`src/rtl/coll_pkg.sv`:
```
package coll_pkg;
  // Bit position of the group-pair flag (a<b), pairs in lexicographic order after the playfield flags
  function automatic int unsigned pair_bit(input int unsigned a, input int unsigned b,
                                           input int unsigned ng);
    return 1 + 2 * ng + a * ng - (a * (a + 1)) / 2 + (b - a - 1);
  endfunction

  function automatic int unsigned used_bits(input int unsigned ng);
    return 1 + 2 * ng + (ng * (ng - 1)) / 2;
  endfunction
endpackage

```
`src/rtl/coll_pf_match.sv`:
```
module coll_pf_match #(
  parameter int unsigned NP = 6
) (
  input  logic [NP-1:0] plane_i,
  input  logic [NP-1:0] en_i,
  input  logic [NP-1:0] mv_i,
  output logic [1:0]    pf_o
);
  logic [NP-1:0] miss;
  logic [NP-1:0] miss_odd;
  logic [NP-1:0] miss_even;

  for (genvar i = 0; i < NP; i++) begin : g_plane
    assign miss[i] = en_i[i] & (plane_i[i] ^ mv_i[i]);
    // index 0 is plane 1 (playfield 1)
    if ((i % 2) == 0) begin : g_odd
      assign miss_odd[i]  = miss[i];
      assign miss_even[i] = 1'b0;
    end else begin : g_even
      assign miss_odd[i]  = 1'b0;
      assign miss_even[i] = miss[i];
    end
  end

  assign pf_o[0] = ~|miss_odd;
  assign pf_o[1] = ~|miss_even;
endmodule

```
`src/rtl/coll_spr_group.sv`:
```
module coll_spr_group #(
  parameter int unsigned NG = 4
) (
  input  logic [2*NG-1:0] spr_i,
  input  logic [NG-1:0]   merge_i,
  output logic [NG-1:0]   grp_o
);
  for (genvar k = 0; k < NG; k++) begin : g_grp
    assign grp_o[k] = spr_i[2*k] | (merge_i[k] & spr_i[2*k+1]);
  end
endmodule

```
`src/rtl/coll_hit_map.sv`:
```
module coll_hit_map
  import coll_pkg::*;
#(
  parameter int unsigned NG = 4,
  localparam int unsigned UW = used_bits(NG)
) (
  input  logic [1:0]    pf_i,
  input  logic [NG-1:0] grp_i,
  output logic [UW-1:0] hit_o
);
  assign hit_o[0] = pf_i[0] & pf_i[1];

  for (genvar k = 0; k < NG; k++) begin : g_pf
    assign hit_o[1 + k]      = pf_i[0] & grp_i[k];
    assign hit_o[1 + NG + k] = pf_i[1] & grp_i[k];
  end

  for (genvar a = 0; a < NG; a++) begin : g_a
    for (genvar b = a + 1; b < NG; b++) begin : g_b
      assign hit_o[pair_bit(a, b, NG)] = grp_i[a] & grp_i[b];
    end
  end
endmodule

```
`src/rtl/coll_det.sv`:
```
module coll_det
  import coll_pkg::*;
#(
  parameter int unsigned NP    = 6,
  parameter int unsigned NG    = 4,
  parameter int unsigned RES_W = 16,
  localparam int unsigned CW   = NG + 2 * NP,
  localparam int unsigned UW   = used_bits(NG)
) (
  input  logic             clk_i,
  input  logic             rst_ni,
  input  logic             ctrl_we_i,
  input  logic [CW-1:0]    ctrl_wdata_i,
  input  logic             disp_act_i,
  input  logic [NP-1:0]    plane_i,
  input  logic [2*NG-1:0]  spr_i,
  input  logic             rd_i,
  output logic [RES_W-1:0] res_o
);
  logic [CW-1:0]    ctrl_q;
  logic [RES_W-1:0] flags_q;
  logic [1:0]       pf;
  logic [NG-1:0]    grp;
  logic [UW-1:0]    hit;
  logic [RES_W-1:0] hit_ext;

  always_ff @(posedge clk_i or negedge rst_ni) begin
    if (!rst_ni)        ctrl_q <= '0;
    else if (ctrl_we_i) ctrl_q <= ctrl_wdata_i;
  end

  coll_pf_match #(.NP(NP)) u_pf (
    .plane_i (plane_i),
    .en_i    (ctrl_q[2*NP-1:NP]),
    .mv_i    (ctrl_q[NP-1:0]),
    .pf_o    (pf)
  );

  coll_spr_group #(.NG(NG)) u_grp (
    .spr_i   (spr_i),
    .merge_i (ctrl_q[CW-1:2*NP]),
    .grp_o   (grp)
  );

  coll_hit_map #(.NG(NG)) u_map (
    .pf_i  (pf),
    .grp_i (grp),
    .hit_o (hit)
  );

  assign hit_ext = disp_act_i ? RES_W'(hit) : '0;

  // read clears history but keeps hits of the read cycle
  always_ff @(posedge clk_i or negedge rst_ni) begin
    if (!rst_ni)   flags_q <= '0;
    else if (rd_i) flags_q <= hit_ext;
    else           flags_q <= flags_q | hit_ext;
  end

  assign res_o = flags_q;
endmodule

```
`config.mk`:
```
export PLATFORM = sky130hd
export DESIGN_NAME = coll_det
export DESIGN_NICKNAME = d
export VERILOG_FILES = /design/src/rtl/coll_pkg.sv /design/src/rtl/coll_pf_match.sv /design/src/rtl/coll_spr_group.sv /design/src/rtl/coll_hit_map.sv /design/src/rtl/coll_det.sv
export SDC_FILE = /design/constraint.sdc
export NUM_CORES = 1
export LEC_CHECK = 0
export ABC_AREA = 1
export ABC_CLOCK_PERIOD_IN_PS = 1750
export BUFFER_PORTS_ARGS = -buffer_cell sky130_fd_sc_hd__buf_4
export CAP_MARGIN = 20
export CORE_AREA = 2 2 64 66
export DETAILED_ROUTE_END_ITERATION = 16
export DIE_AREA = 0 0 66 68
export HOLD_SLACK_MARGIN = 0.1
export PLACE_DENSITY_LB_ADDON = 0.3
export SYNTH_ARGS = -nofsm -noshare
export SYNTH_HDL_FRONTEND = slang
export SYNTH_SLANG_ARGS = --single-unit
```
`constraint.sdc`:
```
create_clock -name clk_i -period 1.75 [get_ports clk_i]
set_input_delay 0.175 -clock clk_i [delete_from_list [all_inputs] [get_ports clk_i]]
set_output_delay 0.175 -clock clk_i [all_outputs]
set_load 0.01 [all_outputs]
```
Yosys cells after proc, flatten, opt, wreduce, memory -nomap -nowiden
Cells that the tools add are included.

Logic and storage cells: 44. Input bits: 35. Output and inout port bits: 16. Flip-flop bits (word level): 32.

Bitwise operators: 36. Muxes and demuxes: 2. Reduce and logical (&&, ||, !) cells: 4.

Operators by type and width (number): $and 1x1->1 (25); $mux 16 (1); $or 16x15->16 (1); $mux 15 (1); $reduce_or 3->1 (2); $xor 1x1->1 (6); $or 1x1->1 (4); $logic_not 1->1 (2).

Logic depth before layout (Yosys ltp)
Depth in word-level cells: 8. Mapped depth: 7. Mapped depth without buffers: 7.

Cells and area by module
Synthesis repeated with hierarchy kept, for this count alone.

Cells, all modules: 207. Area, all modules: 1519.0 um^2.

Modules (own cells, without submodules): coll_det (sequential area each 775.7 um^2, cells an instance 133, instances 1, area an instance 1218.7 um^2); coll_pf_match (sequential area each 0.0 um^2, cells an instance 32, instances 1, area an instance 142.6 um^2); coll_hit_map (sequential area each 0.0 um^2, cells an instance 30, instances 1, area an instance 112.6 um^2); coll_spr_group (sequential area each 0.0 um^2, cells an instance 12, instances 1, area an instance 45.0 um^2).

Worst setup path after synthesis
Ideal clock, no wire load.

Kind: register -> register. From: reg ctrl_q[0]. To: reg flags_q[1], in the netlist res_o[1]. Path buffers: 0. Data arrival time: 0.833 ns. Setup time: 0.065 ns. Period minus slack after synthesis: 0.898 ns. Slack: 0.852 ns. Cell stages (with the launch flop): 8. Required time: 1.685 ns. Path through: dfrtp_1 > inv_1 > nand2_1 > nand3_1 > nand2_1 > nor2_2 > nand3_2 > nand2_1.

Word-level cells in the longest chain between the ends: 8.

RTL lines: from (decl) (line coll_det.sv:20) `logic [CW-1:0] ctrl_q;`; from (signal assigned) (line coll_det.sv:29) `else if (ctrl_we_i) ctrl_q <= ctrl_wdata_i;`; $xor 1x1->1 (*) (line coll_pf_match.sv:14) `assign miss[i] = en_i[i] & (plane_i[i] ^ mv_i[i]);`; $and 1x1->1 (*) (line coll_pf_match.sv:14); $reduce_or 3->1 (*) (line coll_pf_match.sv:25) `assign pf_o[0] = ~|miss_odd;`; $logic_not 1->1 (*) (line coll_pf_match.sv:25); $and 1x1->1 (*) (line coll_hit_map.sv:14) `assign hit_o[1 + k] = pf_i[0] & grp_i[k];`; $mux 15 (*) (line coll_det.sv:51) `assign hit_ext = disp_act_i ? RES_W'(hit) : '0;`; $or 16x15->16 (line coll_det.sv:57) `else flags_q <= flags_q | hit_ext;`; $mux 16 (*) (line coll_det.sv:56) `else if (rd_i) flags_q <= hit_ext;`; to (signal assigned) (line coll_det.sv:56); to (signal assigned) (line coll_det.sv:57); to (decl) (line coll_det.sv:21) `logic [RES_W-1:0] flags_q;`.

Every way passes the cells marked *; elsewhere a longest branch is shown, timed or not. A chain may end at the register's enable or synchronous reset.

Worst setup path in the final report
Ends and elaborated chain as after synthesis.

==> qor.csv <==
metric,value,unit
nets,224,
placed_area,1739,um^2
synthDistinctLibCells,20,
ys_seq_elements,31,
dp_hpwl,2268,um
setup-tns-final,0,ns
grt_max_degree,32,
post-route-drc-count,0,
num-fill-cells,378,
final-seq-area,775.7,um^2
hp-class,in -> reg,
ant_nets,0,
vias,1102,
crit_path_end_kind,flop,
overflow,0,
r2r_end,res_o[1]$_DFF_PN0_,
worstSkewPairLatency,0.28,ns
portBuffers,49,
die_h,68,um
area_growth,40.32,%
ys_seq_area_frac,0.5800,
drv_cap,0,
die_area,4488,um^2
grt.total_usage,0.1513,
synth_area_leader_cell,dfrtp_1,
synth_nets,170,
setup_violations,0,
postCtsSetupBuffers,0,
drive_gt1_frac,0.4053,
fin_skew,0.006692,ns
cts_hold_buffers,2,
ys_warn_count,0,
post-route-period-util,0.6109,
drt_iter0_drc,39,
grt_pass1_vias,1109,
antenna_found_initial,0,
dr.pass1.iters,4,
cts_root_buffer,clkbuf_8,
cts-resized-gates,0,
synth.area.top_cells,"dfrtp_1, nand2_1, mux2_2",
r2r_start,ctrl_q[0]$_DFFE_PN0P_,
wl,2927,um
status,completed,
reg2regPathDepth,7,
io_pins,51,
synth_top_area_frac,0.5800,
clock_sinks,31,
fin_crit,1.069,ns
fmaxAchievable,935.4,MHz
arrival,1.29,ns
core_area,3856,um^2
clk_pin_slew_worst_paths,0.07,ns
crit_end,res_o[1]$_DFF_PN0_,
vias_per_cell,4.592,
wire_per_inst,12.20,um
diodes,0,
multi_input_area,476.7,um^2
rrSetupSlack,0.68,ns
cts_buffers,5,
cts_tree,yes,
grt_pass1_wl,4892,um
crit_path_max_fanout,5,
core.rowCount,23,
htreeDepth,2,
final_max_slew_viol_count,0,
rsz0062_at_grt,no,
syn_area,1338,um^2
design_area,1877,um^2
powerDensity,1013,nW/um^2
crit_required,1.97,ns
postSynthCellCount,135,
ir_drop,495.1,uV
die_w,66,um
cts_max_path_buffers,2,
start_util,0.3469,
hold_viol_final,0,
p_leak,0.0009813,uW
syn_area_per_cell,9.908,um^2
min-delay-start,ctrl_wdata_i[5],
worst-setup-path-type,reg -> reg,
place.gp.congestion,0.7117,
start_kind,flop,
worstSetupStartpoint,ctrl_q[0]$_DFFE_PN0P_,
[critical path: stages (launching register included)]
cell	delay [ns]
dfrtp_1	0.38
inv_1	0.07
nand2_1	0.05
nand3_1	0.05
nand2_1	0.07
nor2_2	0.22
nand3_2	0.09
nand2_1	0.07
[cell usage after synthesis (all sizes together)]
library cell / n
nand3: 7
inv: 15
nand2: 40
buf: 4
dfrtp: 31
o21ai: 12
nor2: 6
mux2: 11
a21o: 1
a21oi: 3
conb: 1
nand4: 1
a22o: 3
[layout make-up]
cell class	count	share of cell area
multi-input combinational	85	0.2540
clock buffer	6	0.04400
tap	50	0.03333
inverter	15	0.03000
timing repair buffer	51	0.2067
sequential	31	0.4133
clock inverter	2	0.01867
[per-layer routing]
metal | vias up | GRT usage | wire (um)
met4 | 0 | 0.04592 | 0
met2 | 47 | 0.2475 | 1401
met3 | 0 | 0.07072 | 246
met5 | - | 0 | 0
li1 | 539 | - | -
met1 | 516 | 0.1789 | 1279
[power breakdown]
part	total [uW]	internal, uW	switching, uW
Clock	723	460	263
Sequential	846	798	47.7
Combinational	332	174	158
Total	1900	1430	468
[state kept, by name (all words and copies together), names as in the netlist]
register and count:
ctrl_q 16, res_o 15
[worst min path at each step]
stage                        endpoint  slack (ns)  cells after the start
2_1_floorplan   ctrl_q[0]$_DFFE_PN0P_       -0.12                      0
3_3_place_gp      res_o[14]$_DFF_PN0_        0.12                      1
3_5_place_dp      res_o[14]$_DFF_PN0_        0.13                      1
4_1_cts         ctrl_q[3]$_DFFE_PN0P_        0.10                      3
5_1_grt        ctrl_q[12]$_DFFE_PN0P_        0.10                      2
6_report        ctrl_q[5]$_DFFE_PN0P_        0.11                      3
[per-stage QoR]
stage                     utilization  hold slack, ns  cells  power [uW]  setup WS [ns]
after floorplan                     -         -0.1206    135        1011         0.8524
after global placement         0.4510          0.1221    230        1181         0.7218
after detailed placement       0.4510          0.1299    230        1194         0.6877
after CTS                      0.4867          0.1028    240        1926         0.6678
after global routing           0.4867          0.1050    240        2015         0.5722
final                          0.4867          0.1107    240        1901         0.6809
[logic make-up after synthesis]
| kind of cell | Yosys count | share of synthesized area |
|---|---|---|
| compound gates | 19 | 0.08419 |
| buf+inv | 19 | 0.06362 |
| flops | 31 | 0.5800 |
| mux | 11 | 0.09261 |
| other cells | 1 | 0.002804 |
| simple gates | 54 | 0.1768 |
[placed cells by master (no fill, tap or decap), types with 3 or more instances in the layout]
cell type / netlist / final
nand3_2: 3 / 3
clkbuf_8: 0 / 6
inv_1: 13 / 13
nand2_1: 40 / 40
buf_4: 1 / 49
nand3_1: 4 / 4
mux2_2: 11 / 11
o21ai_0: 5 / 5
nor2_2: 3 / 3
o21ai_1: 7 / 7
a22o_1: 3 / 3
dfrtp_1: 31 / 31
nor2_1: 3 / 3
Power figures use the tool's default switching activity.
